File: src/rtl/vgc_pkg.sv
package vgc_pkg;
   typedef enum logic {GATE_IDLE = 1'b0, GATE_OPEN = 1'b1} gate_state_e;
   localparam int unsigned SYNC_MIN = 2;
endpackage

File: src/rtl/vgc_sync_edge.sv
module vgc_sync_edge #(
   parameter int unsigned STAGES = 2
) (
   input  logic clk,
   input  logic rst,
   input  logic async_in,
   output logic rise
);
   logic [STAGES-1:0] chain;
   logic              last_lvl;

   genvar g;
   generate
      for (g = 0; g < STAGES; g++) begin : g_stage
         if (g == 0) begin : g_first
            always_ff @(posedge clk) begin
               if (rst) chain[0] <= 1'b0;
               else     chain[0] <= async_in;
            end
         end else begin : g_next
            always_ff @(posedge clk) begin
               if (rst) chain[g] <= 1'b0;
               else     chain[g] <= chain[g-1];
            end
         end
      end
   endgenerate

   always_ff @(posedge clk) begin
      if (rst) last_lvl <= 1'b0;
      else     last_lvl <= chain[STAGES-1];
   end

   assign rise = chain[STAGES-1] & ~last_lvl;

   // a detected edge lasts one cycle
   a_r3_rise_single: assert property (@(posedge clk) disable iff (rst)
      rise |=> !rise);
endmodule

File: src/rtl/vgc_gate_timer.sv
module vgc_gate_timer
   import vgc_pkg::*;
#(
   parameter int unsigned CODE_W    = 17,
   parameter int unsigned MIN_CODES = 2,
   parameter int unsigned MAX_CODES = 65536
) (
   input  logic              clk,
   input  logic              rst,
   input  logic              start,
   input  logic [CODE_W-1:0] codes_n,
   output logic              launch,
   output logic              open,
   output logic              last,
   output logic [CODE_W-1:0] codes_lat
);
   localparam int unsigned GATE_W = CODE_W + 1;

   gate_state_e       state;
   logic [GATE_W-1:0] gate_cnt;
   logic [GATE_W-1:0] gate_len;
   logic              codes_ok;

   assign codes_ok = (codes_n >= CODE_W'(MIN_CODES)) && (codes_n <= CODE_W'(MAX_CODES));
   assign open     = (state == GATE_OPEN);
   assign launch   = start && !open && codes_ok;
   assign gate_len = {codes_lat, 1'b0};
   assign last     = open && (gate_cnt == gate_len - GATE_W'(1));

   always_ff @(posedge clk) begin
      if (rst) begin
         state     <= GATE_IDLE;
         gate_cnt  <= '0;
         codes_lat <= '0;
      end else if (launch) begin
         state     <= GATE_OPEN;
         gate_cnt  <= '0;
         codes_lat <= codes_n;
      end else if (last) begin
         state     <= GATE_IDLE;
      end else if (open) begin
         gate_cnt  <= gate_cnt + GATE_W'(1);
      end
   end

   // the gate counter never passes the gate length
   a_r2_gate_bound: assert property (@(posedge clk) disable iff (rst)
      open |-> (gate_cnt < gate_len));
   // an open gate advances by one each cycle until its last one
   a_r2_gate_step: assert property (@(posedge clk) disable iff (rst)
      (open && !last) |=> (open && gate_cnt == $past(gate_cnt) + GATE_W'(1)));
   // the latched code count is stable while the gate is open
   a_r6_codes_held: assert property (@(posedge clk) disable iff (rst)
      (open && !last) |=> $stable(codes_lat));
   // a gate only opens with an in-range code count
   a_r7_valid_open: assert property (@(posedge clk) disable iff (rst)
      $rose(open) |-> ($past(codes_n) >= CODE_W'(MIN_CODES) &&
                       $past(codes_n) <= CODE_W'(MAX_CODES)));
endmodule

File: src/rtl/vgc_pulse_accum.sv
module vgc_pulse_accum #(
   parameter int unsigned CODE_W = 17,
   parameter int unsigned RES_W  = 16
) (
   input  logic              clk,
   input  logic              rst,
   input  logic              clear,
   input  logic              active,
   input  logic              count,
   input  logic              close,
   input  logic [CODE_W-1:0] limit,
   output logic [RES_W-1:0]  result,
   output logic              overflow
);
   logic [RES_W-1:0] cnt, nxt_cnt;
   logic             ovf_run, nxt_ovf, full;

   assign full = (CODE_W'(cnt) == limit - CODE_W'(1));

   always_comb begin
      nxt_cnt = cnt;
      nxt_ovf = ovf_run;
      if (count) begin
         if (full) nxt_ovf = 1'b1;
         else      nxt_cnt = cnt + RES_W'(1);
      end
   end

   always_ff @(posedge clk) begin
      if (rst) begin
         cnt      <= '0;
         ovf_run  <= 1'b0;
         result   <= '0;
         overflow <= 1'b0;
      end else begin
         if (clear) begin
            cnt     <= '0;
            ovf_run <= 1'b0;
         end else begin
            cnt     <= nxt_cnt;
            ovf_run <= nxt_ovf;
         end
         if (close) begin
            result   <= nxt_cnt;
            overflow <= nxt_ovf;
         end
      end
   end

   // the running count stays below the code count
   a_r4_sat_bound: assert property (@(posedge clk) disable iff (rst)
      active |-> (CODE_W'(cnt) < limit));
   // overflow stays set for the rest of the gate
   a_r4_ovf_sticky: assert property (@(posedge clk) disable iff (rst)
      (ovf_run && !clear) |=> ovf_run);
   // the latched outputs change only when a gate closes
   a_r8_result_hold: assert property (@(posedge clk) disable iff (rst)
      !close |=> ($stable(result) && $stable(overflow)));
endmodule

File: src/rtl/ratio_pulse_converter.sv
module ratio_pulse_converter
   import vgc_pkg::*;
#(
   parameter int unsigned MAX_CODES   = 65536,
   parameter int unsigned MIN_CODES   = 2,
   parameter int unsigned SYNC_STAGES = 2,
   localparam int unsigned CODE_W     = $clog2(MAX_CODES + 1),
   localparam int unsigned RES_W      = $clog2(MAX_CODES)
) (
   input  logic              clk,
   input  logic              rst,
   input  logic              start,
   input  logic [CODE_W-1:0] codes_n,
   input  logic              pulse_in,
   output logic [RES_W-1:0]  result,
   output logic              overflow,
   output logic              done,
   output logic              busy
);
   generate
      if (SYNC_STAGES < SYNC_MIN) begin : g_bad_sync
         $error("SYNC_STAGES must be at least 2");
      end
      if (MIN_CODES < 2) begin : g_bad_min
         $error("MIN_CODES must be at least 2");
      end
      if (MAX_CODES < MIN_CODES) begin : g_bad_max
         $error("MAX_CODES must not be below MIN_CODES");
      end
   endgenerate

   logic              rise, launch, open, last;
   logic [CODE_W-1:0] codes_lat;

   vgc_sync_edge #(.STAGES(SYNC_STAGES)) u_sync (
      .clk(clk), .rst(rst), .async_in(pulse_in), .rise(rise)
   );

   vgc_gate_timer #(.CODE_W(CODE_W), .MIN_CODES(MIN_CODES), .MAX_CODES(MAX_CODES)) u_gate (
      .clk(clk), .rst(rst), .start(start), .codes_n(codes_n),
      .launch(launch), .open(open), .last(last), .codes_lat(codes_lat)
   );

   vgc_pulse_accum #(.CODE_W(CODE_W), .RES_W(RES_W)) u_accum (
      .clk(clk), .rst(rst), .clear(launch), .active(open),
      .count(rise && open), .close(last), .limit(codes_lat),
      .result(result), .overflow(overflow)
   );

   always_ff @(posedge clk) begin
      if (rst) done <= 1'b0;
      else     done <= last;
   end

   assign busy = open;

   // done is a single-cycle strobe
   a_r2_done_pulse: assert property (@(posedge clk) disable iff (rst)
      done |=> !done);
   // done follows the end of a gate
   a_r2_done_after_busy: assert property (@(posedge clk) disable iff (rst)
      done |-> (!busy && $past(busy)));
   // the first cycle after reset is idle
   a_r1_reset_idle: assert property (@(posedge clk) disable iff (rst)
      $past(rst) |-> (!busy && !done));
endmodule

File: config.mk
export PLATFORM = sky130hd
export DESIGN_NAME = ratio_pulse_converter
export DESIGN_NICKNAME = d
export VERILOG_FILES = /design/src/rtl/vgc_pkg.sv /design/src/rtl/vgc_sync_edge.sv /design/src/rtl/vgc_gate_timer.sv /design/src/rtl/vgc_pulse_accum.sv /design/src/rtl/ratio_pulse_converter.sv
export SDC_FILE = /design/constraint.sdc
export NUM_CORES = 1
export LEC_CHECK = 0
export ABC_AREA = 1
export BUFFER_PORTS_ARGS = -buffer_cell sky130_fd_sc_hd__buf_2
export CORE_ASPECT_RATIO = 0.7
export CORE_UTILIZATION = 60
export DETAILED_ROUTE_END_ITERATION = 8
export PLACE_DENSITY = 0.8
export SLEW_MARGIN = 30
export SYNTH_ARGS = -nofsm -noshare
export SYNTH_HDL_FRONTEND = slang
export SYNTH_SLANG_ARGS = --single-unit
File: constraint.sdc
create_clock -name clk -period 3.05 [get_ports clk]
set_clock_uncertainty 0.1 [all_clocks]
set_input_delay 0.305 -clock clk [delete_from_list [all_inputs] [get_ports clk]]
set_output_delay 0.305 -clock clk [all_outputs]
set_load 0.02 [all_outputs]
== Yosys cells after proc, flatten, opt, wreduce, memory -nomap -nowiden ==
Index checks and enable logic that the tools add are counted.
Cells by class
  $add $sub $neg: 4
  multiply operators: 0
  div/mod/pow operators: 0
  order comparisons: 2
  eq/ne operators: 2
  shifts and indexed selects: 0
  muxes and demuxes: 6
  bitwise logic cells: 3
  reductions and logical operators: 9
Operators with widths (number)
  two-way mux 16 bit: 2
  adder 18 x 1 -> 18 bit, second input constant: 1
  == test 18 bit: 1
  subtractor 18 x 1 -> 18 bit, second input constant: 1
  == test 16 x 17 -> 1 bit: 1
  greater-or-equal comparator 17 x 2 -> 1 bit, second input constant: 1
  <= comparator 17 bit, second input constant: 1
  subtractor 17 x 1 -> 17 bit, second input constant: 1
  adder 16 x 1 -> 16 bit, second input constant: 1
  logical AND 1 bit: 5
  two-way mux 1 bit: 4
  inverter 1 bit: 2
  AND reduction 2 bit: 1
  nonzero test 2 bit: 1
  OR reduction 2 bit: 1
  bitwise AND 1 bit: 1
  zero test 1 bit: 1
Word-level totals
  register bits after elaboration: 74
  bits in latches: 0
  bits in writable memories: 0
  memory bits (read-only): 0
  input bits: 21
  output and inout port bits: 19
  logic and storage cells: 37
  memories: 0

== Longest topological paths before layout ==
  depth after elaboration: 5
  gate-level depth with buffers: 19
  mapped depth without buffers: 18

== Hierarchy ==
A second synthesis with hierarchy kept.
Unflattened totals
  cells, all modules: 779
  area, all modules: 5136.2 µm²
By module, submodules not included
  vgc_gate_timer: instances 1, cells each 393, area an instance 2565.0 µm²
  vgc_pulse_accum: instances 1, cells each 371, area an instance 2447.3 µm²
  vgc_sync_edge: instances 1, cells each 10, area an instance 86.3 µm²
  ratio_pulse_converter: instances 1, cells each 5, area an instance 37.5 µm²

== Worst setup path before layout ==
Ideal clock, no wire load.
  path type: reg2reg
  start point: register u_gate.codes_lat[0]
  end point: register u_accum.result[10]
  setup time: 0.117 ns
  arrival: 2.004 ns
  setup slack: 0.829 ns
  cell stages (with the launch flop): 17
  cells stage by stage: dfxtp_1 -> inv_2 -> ha_1 -> nand2_1 -> nor2_2 -> nand2_1 -> nor2_2 -> nand2_1 -> nand2_1 -> nand2_1 -> nand2_1 -> nand2_1 -> nor2_2 -> nand3_4 -> inv_2 -> buf_6 -> a21oi_1
On the way
  longest elaborated chain between the ends: 4
Ends and longest elaborated chain
  start, declared: line vgc_gate_timer.sv:15  | output logic [CODE_W-1:0] codes_lat
  start signal, assigned: line vgc_gate_timer.sv:38  | codes_lat <= codes_n;
  subtractor 17 x 1 -> 17 bit: line vgc_pulse_accum.sv:18  | assign full = (CODE_W'(cnt) == limit - CODE_W'(1));
  == test 16 x 17 -> 1 bit: line vgc_pulse_accum.sv:18
  two-way mux 16 bit: line vgc_pulse_accum.sv:24  | if (full) nxt_ovf = 1'b1;
  two-way mux 16 bit: line vgc_pulse_accum.sv:23  | if (count) begin
  end signal, assigned: line vgc_pulse_accum.sv:44  | result <= nxt_cnt;
  end, declared: line vgc_pulse_accum.sv:12  | output logic [RES_W-1:0] result,
Parallel ways exist; a longest one is shown, timed or not.
A chain may end at the register's enable or synchronous reset.

== Worst setup path in the final report ==
  start point: register u_gate.codes_lat[0]
  end point: register u_gate.gate_cnt[15]
On the way
  longest elaborated chain between the ends: 5
Ends and longest elaborated chain
  subtractor 18 x 1 -> 18 bit: line vgc_gate_timer.sv:28  | assign last = open && (gate_cnt == gate_len - GATE_W'(1));
  == test 18 bit: line vgc_gate_timer.sv:28
  logical AND 1 bit: line vgc_gate_timer.sv:28
  inverter 1 bit (no source line)
  AND reduction 2 bit (no source line)
  end signal, assigned: line vgc_gate_timer.sv:42  | gate_cnt <= gate_cnt + GATE_W'(1);
  end, declared: line vgc_gate_timer.sv:20  | logic [GATE_W-1:0] gate_cnt;
No other way between the ends.

==> results.ini <==
[timing]
finalSetupViolCount = 0
max_freq_ghz = 0.373
hold_viol = 0
tightest_slew_ns = 0.430
drv_slew = 0
final.min_clock_period_ns = 2.68
slew_headroom_pct = 71.1
rsz0062_at_grt = false
hold_slack_ns = 0.0512
finalWorstSetupSlack_ns = 0.367
post-route-period-util_pct = 88.0
fin_tns_setup_ns = 0

[floorplanning]
core_area_mm2 = 0.00738
die_area_mm2 = 0.00805
design.portCount = 40
fp.dieW_um = 107
die_h_um = 75.4
rows = 26
floorplan.initialDensity_pct = 62.5

[cells_and_area]
drive_gt1_share_pct = 13.1
area_delta_synth_final_pct = 11.3
fin_cells = 879
fin_nets = 800
antenna_cells = 0
nFillCells = 666

[setup_path]
worstPathArrival_ns = 2.89
start_kind = register
crit_path_end_kind = register
path_common_cell = nand2_1
required_ns = 3.25
critical-path-max-stage-delay_ns = 0.36
r2r_setup_slack_ns = 0.37
critical_path.endpoint = u_gate.gate_cnt[15]
crit_chain = inv_2 > ha_1 > nand2_1 > nor2_2 > nand2_1 > nand3_1 > nand2_1 > nor2_1 > nand3_1 > nor2_4 > nand2_4 > nand2_4 > nand2_1 > a21oi_2
r2r-end = u_gate.gate_cnt[15]
r2r_start = u_gate.codes_lat[0]
startpoint = u_gate.codes_lat[0]
critical_path_class = reg -> reg
path_max_fanout = 19
cp_slowest_cell = dfxtp_1
rr_worst_depth = 14

[yosys]
synth_edf_count = 0
syn_nets = 765
ys_seq_area_share_pct = 32.1
synth_cells = 741
synth_cell_types = 34
ys_warn_count = 0
syn_area_per_cell_um2 = 6.23
ys_ff_latch = 74
ys.flop_type = dfxtp_1
async_reset_ff_share_pct = 0
syn_area_mm2 = 0.00462

[clock_tree]
clkTransAtPathRegs_ns = 0.08
cts_hold_buf = 0
cts.sinks = 74
cts.repair.resized = 0
clkLatencyLatePin_ns = 0.37
htree_num_levels = 3
postCtsSetupRepairBufs = 0
cts_root_buffer = clkbuf_8
cts.path.max_buffers = 2
cts_tree = done
numCtsBuffers = 9

[grt]
antenna_found_initial = 0
grt_pass1_wl_um = 20900
grt_usage_pct = 34.0
grt-ovfl-total = 0
grt_pass1_vias = 4425
grt_max_degree = 33

[detailed_routing]
drcViolationCount = 0
vias = 4908
totalWireLength_um = 13000
first_iter_violations = 480
viasPerCell = 5.58
wl_per_cell_um = 14.8
ant_nets = 0
dr.pass1.iters = 5

[power]
switching_share_pct = 29.9
internal_power_mw = 1.68
clkPwrFrac_pct = 40.0
power.density_mw_per_mm2 = 468
pwr-share-seq_pct = 41.9
peakVddDrop_mv = 0.348
total_power_mw = 2.40
switchingPower_mw = 0.717
pwr-share-comb_pct = 18.1
power.leakage_nw = 2.31

[place]
port-buffer-count = 39
dp.cells = 863
dpl.hpwl_um = 10100
post-place-ws_ns = 0.416
gp_congestion = 0.921

[worst_hold_path]
whs_path_depth = 3
hold_class = in -> reg

[status]
status = finished clean

[job]
cap_viol_max_count = 0

[synth_stat cells (all sizes together), types with 2 or more instances]
cell	n	area, um^2
nand3b	5	37.5
ha	3	37.5
nor3	10	60.1
a21oi	57	345
nand3	107	553
nand4	11	68.8
clkbuf	13	48.8
xor2	20	175
buf	9	70.1
dfxtp	74	1480
nand2	224	861
o21ai	19	95.1
nor4	5	31.3
inv	94	353
nor2	83	349
o211ai	2	15.0
[how the worst min path moves through the flow]
stage,from,end,slack [ns]
3_3_place_gp,u_sync.chain[0],u_sync.chain[1],0.30
6_report,pulse_in,u_sync.chain[0],0.05
4_1_cts,pulse_in,u_sync.chain[0],0.05
5_1_grt,pulse_in,u_sync.chain[0],0.06
2_1_floorplan,u_sync.chain[0],u_sync.chain[1],0.29
3_5_place_dp,u_sync.chain[0],u_sync.chain[1],0.30
[final cells by class]
cell class | instances | area (um^2) | area share [%]
clock inverters | 6 | 113 | 2.19
flip-flops and latches | 74 | 1480 | 28.8
multi-input cells | 551 | 2670 | 52.0
inverters | 94 | 353 | 6.87
well taps | 98 | 123 | 2.39
repair buffers | 46 | 260 | 5.07
clock buffers | 10 | 138 | 2.68
[per-layer routing]
metal	routed length (um)	vias up	global-route usage, %
met5	0	-	0
met4	284	0	11.3
met3	1210	26	10.1
met2	5680	195	55.0
met1	5860	2232	44.1
li1	-	2455	-
[registers in the layout, summed over array words and instances, names as in the netlist]
signal	flops
u_accum.ovf_run	1
u_gate.open	1
u_sync.last_lvl	1
u_sync.chain	2
u_accum.overflow	1
u_gate.gate_cnt	18
u_accum.cnt	16
done	1
u_gate.codes_lat	17
u_accum.result	16
[cell usage in the layout (no fill, tap or decap), drive strengths merged, types with 2 or more instances in the layout]
master	n
clkbuf	10
ha	3
bufinv	3
nor3	10
xor2	20
o211ai	2
nand2	224
nand4	11
buf	46
nand3b	5
a21oi	57
nor2	83
inv	95
nand3	107
dfxtp	74
o21ai	19
nor4	5
clkinv	2
[cell families after synthesis]
kind of cell,count (synthesis),synth area share [%]
AND/OR/NAND/NOR,448,42.9
AO/OA/AOI/OAI,80,10.2
XOR/XNOR,20,3.80
flip-flops,74,32.1
buffers and inverters,116,10.2
adder cells (fa/ha/maj),3,0.813
[through the flow]
stage	area (um^2)	utilization, %
detailed placement	4890	66.2
global route	5140	69.6
CTS	5140	69.6
floorplan	4620	-
finish	5140	69.6
global placement	4890	66.2
[worst max-delay path: cells and delay by family (launching register included)]
family,cells,cell delay (ns)
compound gates,1,0.14
fa+ha+maj,1,0.19
buf+inv,1,0.11
flops,1,0.36
simple gates,11,1.73
[power groups by stage]
| stage | Clock [mW] | Sequential (mW) | Combinational (mW) |
|---|---|---|---|
| global route | 1.01 | 1.01 | 0.491 |
| CTS | 0.972 | 1.01 | 0.426 |
| finish | 0.961 | 1.01 | 0.434 |
| floorplan | 0 | 1.03 | 0.316 |
| global placement | 0 | 1.03 | 0.417 |
| detailed placement | 0 | 1.03 | 0.423 |
Note: power is estimated with default switching activity, not from simulation.
